### src/rtl/csg_pkg.sv
`timescale 1ns/1ps
package csg_pkg;

    // gating state machine
    typedef enum logic [1:0] {
        ST_PARK   = 2'd0,
        ST_WINDOW = 2'd1,
        ST_RUN    = 2'd2
    } gate_state_e;

    // variant selection
    typedef enum logic {
        GATE_CPU = 1'b0,
        GATE_PCI = 1'b1
    } gate_mode_e;

    function automatic int sync_depth(gate_mode_e m);
        return (m == GATE_PCI) ? 1 : 2;
    endfunction

    function automatic int min_run_cycles(gate_mode_e m);
        return (m == GATE_PCI) ? 10 : 100;
    endfunction

endpackage

### src/rtl/csg_sync.sv
`timescale 1ns/1ps
module csg_sync #(
    parameter int STAGES = 2
) (
    input  logic clk,
    input  logic rst_n,
    input  logic async_n,
    output logic sync_n
);
    // reset value 0 = request asserted, so startup looks like a release
    logic [STAGES-1:0] chain_q;

    generate
        if (STAGES == 1) begin : g_single
            always_ff @(posedge clk or negedge rst_n) begin
                if (!rst_n) chain_q <= '0;
                else        chain_q <= async_n;
            end
        end else begin : g_chain
            always_ff @(posedge clk or negedge rst_n) begin
                if (!rst_n) chain_q <= '0;
                else        chain_q <= {chain_q[STAGES-2:0], async_n};
            end
        end
    endgenerate

    assign sync_n = chain_q[STAGES-1];

endmodule

### src/rtl/csg_fsm.sv
`timescale 1ns/1ps
module csg_fsm
    import csg_pkg::*;
#(
    parameter int MIN_RUN = 100
) (
    input  logic clk,
    input  logic rst_n,
    input  logic stop_sync_n,
    output logic run_o,
    output logic parked_o
);
    localparam int CNT_W = $clog2(MIN_RUN + 1);
    localparam logic [CNT_W-1:0] LAST = CNT_W'(MIN_RUN - 1);
    localparam logic [CNT_W-1:0] FLOOR = CNT_W'(MIN_RUN);

    gate_state_e state_q, state_d;
    logic [CNT_W-1:0] cnt_q, cnt_d;

    // next-state logic
    always_comb begin
        state_d = state_q;
        cnt_d   = cnt_q;
        unique case (state_q)
            ST_PARK: begin
                if (stop_sync_n) begin
                    state_d = ST_WINDOW;
                    cnt_d   = '0;
                end
            end
            ST_WINDOW: begin
                if (cnt_q == LAST) begin
                    state_d = stop_sync_n ? ST_RUN : ST_PARK;
                end else begin
                    cnt_d = cnt_q + 1'b1;
                end
            end
            ST_RUN: begin
                if (!stop_sync_n) state_d = ST_PARK;
            end
            default: begin
                state_d = ST_PARK;
                cnt_d   = '0;
            end
        endcase
    end

    // state register
    always_ff @(posedge clk or negedge rst_n) begin
        if (!rst_n) begin
            state_q <= ST_PARK;
            cnt_q   <= '0;
        end else begin
            state_q <= state_d;
            cnt_q   <= cnt_d;
        end
    end

    // outputs
    always_comb begin
        run_o    = (state_q != ST_PARK);
        parked_o = (state_q == ST_PARK);
    end

    // checker-only count of edges since PARK was left, saturating
    logic [CNT_W-1:0] chk_run_q;
    always_ff @(posedge clk or negedge rst_n) begin
        if (!rst_n)                   chk_run_q <= '0;
        else if (state_q == ST_PARK)  chk_run_q <= '0;
        else if (chk_run_q != FLOOR)  chk_run_q <= chk_run_q + 1'b1;
    end

    // parking only after the minimum run
    a_r6_run_floor: assert property (@(posedge clk) disable iff (!rst_n)
        $rose(parked_o) |-> (chk_run_q == FLOOR));

    // a synchronized stop in RUN parks on the next edge
    a_r4_stop_from_run: assert property (@(posedge clk) disable iff (!rst_n)
        (state_q == ST_RUN && !stop_sync_n) |=> parked_o);

    // running with no stop keeps running
    a_r7_keep_running: assert property (@(posedge clk) disable iff (!rst_n)
        (state_q == ST_RUN && stop_sync_n) |=> !parked_o);

    // held stop keeps the block parked
    a_r11_park_hold: assert property (@(posedge clk) disable iff (!rst_n)
        (parked_o && !stop_sync_n) |=> parked_o);

endmodule

### src/rtl/csg_gate.sv
`timescale 1ns/1ps
module csg_gate #(
    parameter int N_OUT = 2
) (
    input  logic             clk,
    input  logic             rst_n,
    input  logic             run_i,
    input  logic [N_OUT-1:0] en_cfg,
    output logic [N_OUT-1:0] clk_o
);
    generate
        for (genvar i = 0; i < N_OUT; i++) begin : g_lane
            logic en_q;

            // enable changes only while the clock is low
            always_ff @(negedge clk or negedge rst_n) begin
                if (!rst_n) en_q <= 1'b0;
                else        en_q <= run_i & en_cfg[i];
            end

            assign clk_o[i] = clk & en_q;

            // no run decision at the last falling edge -> high phase is dark
            a_r2_park_low: assert property (@(negedge clk) disable iff (!rst_n)
                !$past(run_i) |-> !clk_o[i]);

            // disabled lane stays dark
            a_r10_cfg_low: assert property (@(negedge clk) disable iff (!rst_n)
                !$past(en_cfg[i]) |-> !clk_o[i]);
        end
    endgenerate

endmodule

### src/rtl/clk_stop_gate.sv
`timescale 1ns/1ps
module clk_stop_gate #(
    parameter csg_pkg::gate_mode_e MODE = csg_pkg::GATE_CPU,
    parameter int N_OUT = 2
) (
    input  logic             clk_src,
    input  logic             rst_n,
    input  logic             stop_req_n,
    input  logic [N_OUT-1:0] out_en,
    output logic [N_OUT-1:0] clk_gated,
    output logic             clk_free,
    output logic             parked
);
    localparam int SYNC_STAGES = csg_pkg::sync_depth(MODE);
    localparam int MIN_RUN     = csg_pkg::min_run_cycles(MODE);

    logic stop_sync_n;
    logic run_now;

    csg_sync #(.STAGES(SYNC_STAGES)) u_sync (
        .clk     (clk_src),
        .rst_n   (rst_n),
        .async_n (stop_req_n),
        .sync_n  (stop_sync_n)
    );

    csg_fsm #(.MIN_RUN(MIN_RUN)) u_fsm (
        .clk         (clk_src),
        .rst_n       (rst_n),
        .stop_sync_n (stop_sync_n),
        .run_o       (run_now),
        .parked_o    (parked)
    );

    csg_gate #(.N_OUT(N_OUT)) u_gate (
        .clk    (clk_src),
        .rst_n  (rst_n),
        .run_i  (run_now),
        .en_cfg (out_en),
        .clk_o  (clk_gated)
    );

    // ungated copy
    assign clk_free = clk_src;

endmodule

### config.mk
export PLATFORM = sky130hd
export DESIGN_NAME = clk_stop_gate
export DESIGN_NICKNAME = d
export VERILOG_FILES = /design/src/rtl/csg_pkg.sv /design/src/rtl/csg_sync.sv /design/src/rtl/csg_fsm.sv /design/src/rtl/csg_gate.sv /design/src/rtl/clk_stop_gate.sv
export SDC_FILE = /design/constraint.sdc
export NUM_CORES = 1
export LEC_CHECK = 0
export CORE_MARGIN = 2
export CORE_UTILIZATION = 45
export CTS_BUF_LIST = sky130_fd_sc_hd__clkbuf_16
export DETAILED_ROUTE_END_ITERATION = 16
export DONT_BUFFER_PORTS = 1
export SETUP_SLACK_MARGIN = 0.4
export SKIP_CTS_REPAIR_TIMING = 1
export SLEW_MARGIN = 20
export SYNTH_ARGS = -nofsm -noshare
export SYNTH_HDL_FRONTEND = slang
export SYNTH_SLANG_ARGS = --single-unit
### constraint.sdc
create_clock -name clk_src -period 2.2 [get_ports clk_src]
set_clock_uncertainty 0.1 [all_clocks]
set_input_delay 0 -clock clk_src [delete_from_list [all_inputs] [get_ports clk_src]]
set_output_delay 0 -clock clk_src [all_outputs]
set_load 0.02 [all_outputs]
After elaboration in Yosys (flattened, before gate mapping). Index checks and enable logic that the tools add are counted.

Reduce and logical (&&, ||, !) cells: 4. Multiplexer cells: 8. Bitwise logic cells: 5. Add/subtract/negate cells: 1. Equality and inequality tests: 7.

Operators by type and width (number): one-hot mux 7 bit (3 select lines) (1); 2-to-1 mux 7 bit (2); 2-to-1 mux 2 bit (4); adder 7 x 1 -> 7 bit (second input constant) (1); equality test 7 bit (second input constant) (1); one-hot mux 2 bit (3 select lines) (1); AND reduction 3 bit (2); AND 1 bit (4); != test 2 x 1 -> 1 bit (second input constant) (2); != test 2 bit (second input constant) (2); equality test 2 x 1 -> 1 bit (second input constant) (1); equality test 2 bit (second input constant) (1); logical NOT 2 bit (1); nonzero test 2 bit (1); inverter 1 bit (1).

Input port bits: 5. Register bits after elaboration: 13. Output and inout port bits: 4. Logic and storage cells: 30.

Logic depth before layout (Yosys ltp). Gate-level depths: netlist of run 1.

Depth in word-level cells: 3. Mapped depth: 5. Gate-level depth less buffers: 5.

By module. From an unflattened synthesis of run 1, not the netlist that was laid out.

Cell total of the unflattened synthesis: 59. Area, all modules: 646.9 um^2.

By module, submodules not included: csg_fsm (cells each 50, times used 1, sequential area each 225.2 um^2, area each 514.2 um^2); csg_gate (cells each 6, times used 1, sequential area each 50.0 um^2, area each 75.1 um^2); csg_sync (cells each 2, times used 1, sequential area each 50.0 um^2, area each 50.0 um^2); clk_stop_gate (cells each 1, times used 1, sequential area each 0.0 um^2, area each 7.5 um^2).

==> results.sh, run 1 <==
export IMPL_grt_first_pass_wirelength_mm=2.18
export IMPL_critical_path_class="reg2out"
export IMPL_routabilityCongestion=0.757
export IMPL_synth_fa_ha_area_frac=0.0197
export IMPL_p_leak_nw=0.371
export IMPL_crit_family="flip-flops"
export IMPL_setup_viol_count_final=0
export IMPL_irDropWorstVdd_mv=0.977
export IMPL_mostFrequentLayoutCells="dfrtp_1 (11), clkbuf_16 (7), nand2_1 (6)"
export IMPL_grt_antenna_before_repair=0
export IMPL_cts_tree="built"
export IMPL_worst_pin_slew_ns=0.502
export IMPL_swShare=0.273
export IMPL_slowest_delay_ns=0.41
export IMPL_muxShareOfSynthArea=0.0236
export IMPL_drive_above_1_share=0.232
export IMPL_die_y_um=41.6
export IMPL_clk_latency_ns=0.35
export IMPL_synth_compound_gate_area_share=0.144
export IMPL_netlist_top_cells_area="dfrtp_1 (43%), dfrtn_1 (7.9%), nor2b_1 (4.9%)"
export IMPL_synth_area_um2=636
export IMPL_path_buf_inv=0
export IMPL_violations="hold timing"
export IMPL_area_growth_syn_to_layout_pct=38.6
export IMPL_antenna_left=0
export IMPL_core_area_um2=1320
export IMPL_ys_seq_area_frac=0.512
export IMPL_syn_num_nets=64
export IMPL_synth_top_family_by_area="simple AND/OR/NAND/NOR gates"
export IMPL_grt_overflow_total=0
export IMPL_start_util=0.482
export IMPL_dp_hpwl_um=760
export IMPL_p_comb_frac=0.165
export IMPL_powerDensity_nw_per_um2=1590
export IMPL_drc=0
export IMPL_yosys_warnings=0
export IMPL_synth_xor_area_frac=0.0551
export IMPL_drv_slew=0
export IMPL_synthCells=58
export IMPL_stdcell_count=84
export IMPL_pwr_share_clk=0.556
export IMPL_run_status="finished, violations left"
export IMPL_post_place_cells=72
export IMPL_holdWs_ns=-0.0999
export IMPL_cp_max_fo=1
export IMPL_num_vias=466
export IMPL_crit_chain="and2_4"
export IMPL_fin_nets=75
export IMPL_hp_class="clk2out"
export IMPL_antenna_cells=0
export IMPL_first_pass_iters=3
export IMPL_drt_iter0_drc=15
export IMPL_ios=9
export IMPL_syn_area_per_cell_um2=11.0
export IMPL_grt_pass1_vias=484
export IMPL_synth_top_area_share=0.433
export IMPL_yosys_area_top_type="dfrtp_1"
export IMPL_synth_cell_type_count=22
export IMPL_dpl_cell_area_um2=658
export IMPL_maxCapViolCount=0
export IMPL_track_usage=0.199
export IMPL_die_area_um2=1730
export IMPL_worstPathRequired_ns=2.10
export IMPL_p_sw_w=0.000382
export IMPL_vias_per_cell=5.55
export IMPL_internal_power_w=0.00102
export IMPL_arrival_ns=2.09
export IMPL_die_w_um=41.6
export IMPL_num_rows=13
export IMPL_power_w=0.00140
export IMPL_ys_ff_latch=13
export IMPL_rsz0062_at_grt="true"
export IMPL_synth_simple_area_share=0.217
export IMPL_routed_wl_mm=1.37
export IMPL_sequentialPowerShare=0.278
export IMPL_fin_area_um2=881
export IMPL_clk_pin_slew_ns=0.04
export IMPL_final_common_cell="dfrtp_1"
export IMPL_cp_end_kind="output port"
export IMPL_start_kind="flip-flop"
export IMPL_grt_max_degree=14
export IMPL_cpMaxStageDelayCell="dfrtn_1"
export IMPL_slew_headroom=0.664
export IMPL_wl_per_cell_um=16.3
export IMPL_port_buffers=0
export IMPL_fin_setup_tns_ns=0
export IMPL_hold_violations=1
==> state kept, by name, summed over array words and instances (netlist names) <==
register,flops
u_sync.chain_q,2
u_fsm.state_q,2
u_gate.g_lane.en_q,2
u_fsm.cnt_q,7
==> routing by layer <==
layer / global-route usage / part of all wire / up-vias
li1: - / - / 219
met1: 0.184 / 0.43 / 223
met5: 0 / 0 / -
met4: 0.252 / 0.043 / 0
met3: 0.139 / 0.047 / 8
met2: 0.253 / 0.48 / 16
==> kinds of logic after synthesis <==
| group | count (synthesis) |
|---|---|
| xor gates and xnor gates | 4 |
| and+or+nand+nor | 26 |
| buffers and inverters | 3 |
| AOI/OAI and AO/OA | 10 |
| muxes | 1 |
| DFF | 13 |
| adders and majority gates | 1 |
==> power groups by stage <==
stage	combinational, W	clock (W)	sequential (W)
2_1_floorplan	0.000192	0.0000948	0.000371
3_3_place_gp	0.000214	0.0000417	0.000386
3_5_place_dp	0.000217	0.0000417	0.000391
4_1_cts	0.000222	0.000771	0.000388
5_1_grt	0.000260	0.000821	0.000397
6_report	0.000231	0.000778	0.000389
==> layout make-up <==
class	count	area [um2]
clock buffers	7	175
well taps	15	18.8
fillers	96	437
clock inverters	2	7.51
repair buffers	5	45.0
flip-flops and latches	13	325
multi-input cells	42	309
==> Yosys cell counts <==
cell type,n
ha_1,1
nor3_1,1
o22ai_1,5
dfrtn_1,2
and2_1,2
a22o_1,2
dfrtp_1,11
clkbuf_1,1
xor2_1,2
nand3_1,3
xnor2_1,2
nor2b_1,5
a211oi_1,1
nor2_1,5
nand2b_1,2
or4b_4,1
nor2_2,1
buf_4,2
nand2_1,6
mux2_4,1
o21a_1,1
o32ai_4,1
==> metrics by stage <==
stage,util,hold WS [ns],setup slack (ns)
2_1_floorplan,-,-0.396,0.0943
3_3_place_gp,0.500,-0.395,0.234
3_5_place_dp,0.500,-0.395,0.220
4_1_cts,0.638,-0.765,-0.0462
5_1_grt,0.669,-0.0999,-0.0240
6_report,0.669,-0.0999,0.00960
==> worst paths after layout <==
| check | start | endpoint | slack (ns) | cells past startpoint |
|---|---|---|---|---|
| worst min-delay path | clk_src | clk_free | -0.1 | 0 |
| min in group asynchronous | rst_n | u_gate.g_lane[1].en_q$_DFF_NN0_ | 0.18 | 0 |
| max in group asynchronous | rst_n | u_fsm.state_q[0]$_DFFE_PN0P_ | 1.17 | 2 |
| worst max register to register | u_fsm.state_q[1]$_DFFE_PN0P_ | u_gate.g_lane[1].en_q$_DFF_NN0_ | 0.25 | 2 |
| worst min register to register | u_sync.chain_q[0]$_DFF_PN0_ | u_sync.chain_q[1]$_DFF_PN0_ | 0.25 | 0 |
| worst max-delay path | u_gate.g_lane[1].en_q$_DFF_NN0_ | clk_gated[1] | 0.01 | 1 |
No activity file was read; power rests on OpenSTA's default activity.
==> run 2: changes to the inputs <==
PLACE_DENSITY = 0.59   (was default)
==> run 2 against run 1 <==
Effect of this change: the flow still finishes with violations (hold timing); worst hold slack hardly changed; sequential power is 1% higher; worst setup slack better by 0.037 ns; combinational power hardly changed; utilization decreased by 0.95 points; global-route usage increased by 1.5 points.
==> results.sh, run 2 (synthesis gave the netlist of run 1 again) <==
export IMPL_run_status="finished, violations left"
export IMPL_violations="hold timing"
export IMPL_antenna_cells=0
export IMPL_ios=9
export IMPL_holdPathStages=0
export IMPL_reg2reg_slack_ns=0.25
export IMPL_top_register="u_fsm.cnt_q"
export IMPL_critical_path_class="reg2out"
export IMPL_hold_violations=12
export IMPL_hp_class="clk2out"
export IMPL_maxCapViolCount=0
export IMPL_clk_pin_slew_ns=0.04
export IMPL_drive_above_1_share=0.265
export IMPL_die_area_um2=1730
export IMPL_cp_end_kind="output port"
export IMPL_hp_start="clk_src"
export IMPL_worstPathRequired_ns=2.10
export IMPL_routed_wl_mm=1.39
export IMPL_num_rows=13
export IMPL_crit_chain="and2_4"
export IMPL_clk_latency_ns=0.36
export IMPL_area_growth_syn_to_layout_pct=36.6
export IMPL_grt_max_degree=14
export IMPL_largest_reg_flops=7
export IMPL_wl_per_cell_um=16.7
export IMPL_cp_max_fo=1
export IMPL_port_buffers=0
export IMPL_power_w=0.00141
export IMPL_p_leak_nw=0.364
export IMPL_core_area_um2=1320
export IMPL_powerDensity_nw_per_um2=1620
export IMPL_antenna_left=0
export IMPL_pwr_share_clk=0.555
export IMPL_irDropWorstVdd_mv=0.999
export IMPL_fin_setup_tns_ns=0
export IMPL_die_w_um=41.6
export IMPL_cts_tree="built"
export IMPL_cpMaxStageDelayCell="dfrtn_1"
export IMPL_grt_antenna_before_repair=0
export IMPL_final_common_cell="dfrtp_1"
export IMPL_min_to="clk_free"
export IMPL_r2r_cells=2
export IMPL_vias_per_cell=5.81
export IMPL_start_kind="flip-flop"
export IMPL_r2r_end="u_gate.g_lane[1].en_q$_DFF_NN0_"
export IMPL_die_y_um=41.6
export IMPL_fill_cells=87
export IMPL_slowest_delay_ns=0.38
export IMPL_dp_hpwl_um=851
export IMPL_arrival_ns=2.05
export IMPL_holdWs_ns=-0.0999
export IMPL_swShare=0.277
export IMPL_internal_power_w=0.00102
export IMPL_setup_viol_count_final=0
export IMPL_drc=0
export IMPL_num_vias=482
export IMPL_track_usage=0.214
export IMPL_p_sw_w=0.000390
export IMPL_first_pass_iters=4
export IMPL_fin_nets=74
export IMPL_worst_pin_slew_ns=0.508
export IMPL_mostFrequentLayoutCells="dfrtp_1 (10), clkbuf_16 (7), nand2_1 (6)"
export IMPL_path_buf_inv=0
export IMPL_grt_pass1_vias=548
export IMPL_rsz0062_at_grt="true"
export IMPL_slew_headroom=0.660
export IMPL_sequentialPowerShare=0.280
export IMPL_drt_iter0_drc=5
export IMPL_crit_family="flip-flops"
export IMPL_grt_overflow_total=0
export IMPL_grt_first_pass_wirelength_mm=2.37
export IMPL_p_comb_frac=0.165
export IMPL_routabilityCongestion=0.716
export IMPL_drv_slew=0
export IMPL_regToRegStartpoint="u_fsm.state_q[1]$_DFFE_PN0P_"
export IMPL_start_util=0.482
-- run 2: cell types whose count changed in the layout (fill, tap and decap cells not counted) --
cell | before | now
nor2_2 | 0 | 1
inv_1 | 2 | 1
clkinv_2 | 0 | 1
nor2_4 | 2 | 1
dfrtp_1 | 11 | 10
dlygate4sd3_1 | 3 | 2
dfrtp_2 | 0 | 1
-- run 2: how the worst max path moves through the flow --
| stage | startpoint | endpoint | depth (start not counted) |
|---|---|---|---|
| finish | u_gate.g_lane[1].en_q$_DFF_NN0_ | clk_gated[1] | 1 |
| global route | u_gate.g_lane[1].en_q$_DFF_NN0_ | clk_gated[1] | 1 |
| CTS | u_gate.g_lane[0].en_q$_DFF_NN0_ | clk_gated[0] | 1 |
| detailed placement | u_fsm.state_q[1]$_DFFE_PN0P_ | u_gate.g_lane[1].en_q$_DFF_NN0_ | 2 |
| global placement | u_fsm.state_q[1]$_DFFE_PN0P_ | u_gate.g_lane[1].en_q$_DFF_NN0_ | 2 |
| floorplan | u_fsm.state_q[0]$_DFFE_PN0P_ | u_gate.g_lane[0].en_q$_DFF_NN0_ | 3 |
-- run 2: final cells by class --
class                           count  area [um2]  area share
Sequential cell                    13         327       0.376
Multi-Input combinational cell     42         304       0.350
Clock buffer                        7         175       0.202
Timing Repair Buffer                4        35.0      0.0403
Tap cell                           15        18.8      0.0216
Clock inverter                      2        8.76      0.0101
-- run 2: power groups by stage --
stage	clock network (W)	registers [W]	logic, W
CTS	0.000779	0.000390	0.000224
detailed placement	0.0000417	0.000393	0.000222
global placement	0.0000417	0.000386	0.000212
global route	0.000816	0.000405	0.000264
floorplan	0.0000948	0.000371	0.000192
finish	0.000782	0.000394	0.000233
-- run 2: per-layer routing --
layer,part of all wire,global-route usage
met1,0.39,0.188
met2,0.48,0.275
met3,0.078,0.178
met4,0.049,0.245
met5,0,0
-- run 2: metrics by stage --
stage	setup WS [ns]	std cells	area (um2)	util
6_report	0.0469	83	868	0.659
5_1_grt	0.0226	83	868	0.659
2_1_floorplan	0.0943	58	653	-
4_1_cts	-0.0244	81	842	0.639
3_3_place_gp	0.247	72	658	0.500
3_5_place_dp	0.204	72	658	0.500
==> run 3: changes to the inputs <==
CTS_BUF_LIST = sky130_fd_sc_hd__clkbuf_8 sky130_fd_sc_hd__clkbuf_16   (was sky130_fd_sc_hd__clkbuf_16)
==> run 3 against run 2 <==
Effect of this change: critical endpoint unchanged; critical path type unchanged; global-route usage decreased by 2.2 points; the run still ends with hold timing left; final cell count stayed put; routed wire length fell by 7.3%; worst setup slack gained 0.027 ns; register-to-register slack got worse by 0.02 ns.
==> results.sh, run 3 (synthesis gave the netlist of run 1 again) <==
export IMPL_run_status="finished, violations left"
export IMPL_violations="hold timing"
export IMPL_routed_wl_mm=1.29
export IMPL_critical_path_class="reg2out"
export IMPL_top_register="u_fsm.cnt_q"
export IMPL_vias_per_cell=5.72
export IMPL_slowest_delay_ns=0.38
export IMPL_port_buffers=0
export IMPL_fin_setup_tns_ns=0
export IMPL_cts_tree="built"
export IMPL_largest_reg_flops=7
export IMPL_antenna_left=0
export IMPL_drv_slew=0
export IMPL_worst_pin_slew_ns=0.518
export IMPL_fill_cells=97
export IMPL_drt_iter0_drc=5
export IMPL_fin_area_um2=790
export IMPL_maxCapViolCount=0
export IMPL_fin_nets=74
export IMPL_rsz0062_at_grt="true"
export IMPL_grt_first_pass_wirelength_mm=2.28
export IMPL_p_leak_nw=0.328
export IMPL_p_sw_w=0.000348
export IMPL_grt_overflow_total=0
export IMPL_hp_class="clk2out"
export IMPL_pwr_share_clk=0.433
export IMPL_slew_headroom=0.654
export IMPL_cp_end_kind="output port"
export IMPL_cp_max_fo=1
export IMPL_num_rows=13
export IMPL_worstPathRequired_ns=2.10
export IMPL_die_y_um=41.6
export IMPL_cpMaxStageDelayCell="dfrtn_1"
export IMPL_path_buf_inv=0
export IMPL_core_area_um2=1320
export IMPL_holdWs_ns=-0.0999
export IMPL_sequentialPowerShare=0.357
export IMPL_antenna_cells=0
export IMPL_die_area_um2=1730
export IMPL_power_w=0.00109
export IMPL_clk_latency_ns=0.35
export IMPL_clk_pin_slew_ns=0.04
export IMPL_area_growth_syn_to_layout_pct=24.2
export IMPL_grt_max_degree=14
export IMPL_seqCellArea_um2=327
export IMPL_p_comb_frac=0.210
export IMPL_grt_pass1_vias=548
export IMPL_track_usage=0.193
export IMPL_dp_hpwl_um=851
export IMPL_ios=9
export IMPL_wl_per_cell_um=15.5
export IMPL_dpl_cell_area_um2=658
export IMPL_powerDensity_nw_per_um2=1390
export IMPL_crit_family="flip-flops"
export IMPL_crit_chain="and2_4"
export IMPL_drive_above_1_share=0.265
export IMPL_internal_power_w=0.000747
export IMPL_grt_antenna_before_repair=0
export IMPL_mostFrequentLayoutCells="dfrtp_1 (10), clkbuf_8 (7), nand2_1 (6)"
export IMPL_irDropWorstVdd_mv=0.733
export IMPL_hold_violations=12
export IMPL_final_common_cell="dfrtp_1"
export IMPL_stdcell_count=83
export IMPL_first_pass_iters=4
export IMPL_multi_input_area_um2=304
export IMPL_start_kind="flip-flop"
export IMPL_swShare=0.317
export IMPL_die_w_um=41.6
export IMPL_arrival_ns=2.03
export IMPL_drc=0
export IMPL_start_util=0.482
export IMPL_post_place_cells=72
export IMPL_routabilityCongestion=0.716
export IMPL_num_vias=475
export IMPL_setup_viol_count_final=0
==> run 3: final timing paths <==
path | endpoint | depth (start not counted) | slack (ns) | startpoint
min in group asynchronous | u_fsm.state_q[0]$_DFFE_PN0P_ | 1 | -0.03 | rst_n
min | clk_free | 0 | -0.1 | clk_src
max | clk_gated[1] | 1 | 0.07 | u_gate.g_lane[1].en_q$_DFF_NN0_
max reg2reg | u_gate.g_lane[1].en_q$_DFF_NN0_ | 2 | 0.23 | u_fsm.state_q[1]$_DFFE_PN0P_
min reg2reg | u_sync.chain_q[1]$_DFF_PN0_ | 0 | 0.26 | u_sync.chain_q[0]$_DFF_PN0_
max in group asynchronous | u_fsm.cnt_q[3]$_DFFE_PN0P_ | 1 | 1.66 | rst_n
==> run 3: per-stage QoR <==
step	hold slack [ns]	util	worst slack [ns]
after global routing	-0.0999	0.599	0.0481
after global placement	-0.395	0.500	0.247
after floorplan	-0.396	-	0.0943
after detailed placement	-0.395	0.500	0.204
final	-0.0999	0.599	0.0744
after CTS	-0.762	0.579	0.00302
==> run 3: layout make-up <==
cell class                 instances  area share
sequential                        13       0.414
multi-input combinational         42       0.385
clock buffer                       7       0.122
timing repair buffer               4      0.0444
tap                               15      0.0238
clock inverter                     2      0.0111
==> run 3: power groups by stage <==
stage	sequential, W	clock (W)	combinational (W)
global route	0.000405	0.000505	0.000263
detailed placement	0.000393	0.0000417	0.000222
CTS	0.000389	0.000468	0.000224
floorplan	0.000371	0.0000948	0.000192
global placement	0.000386	0.0000417	0.000212
finish	0.000391	0.000474	0.000230
==> run 3: per-layer routing <==
metal | vias up | track usage | share of wire
li1 | 218 | - | -
met1 | 238 | 0.186 | 0.37
met2 | 16 | 0.269 | 0.52
met3 | 3 | 0.161 | 0.095
met4 | 0 | 0.135 | 0.012
met5 | - | 0 | 0
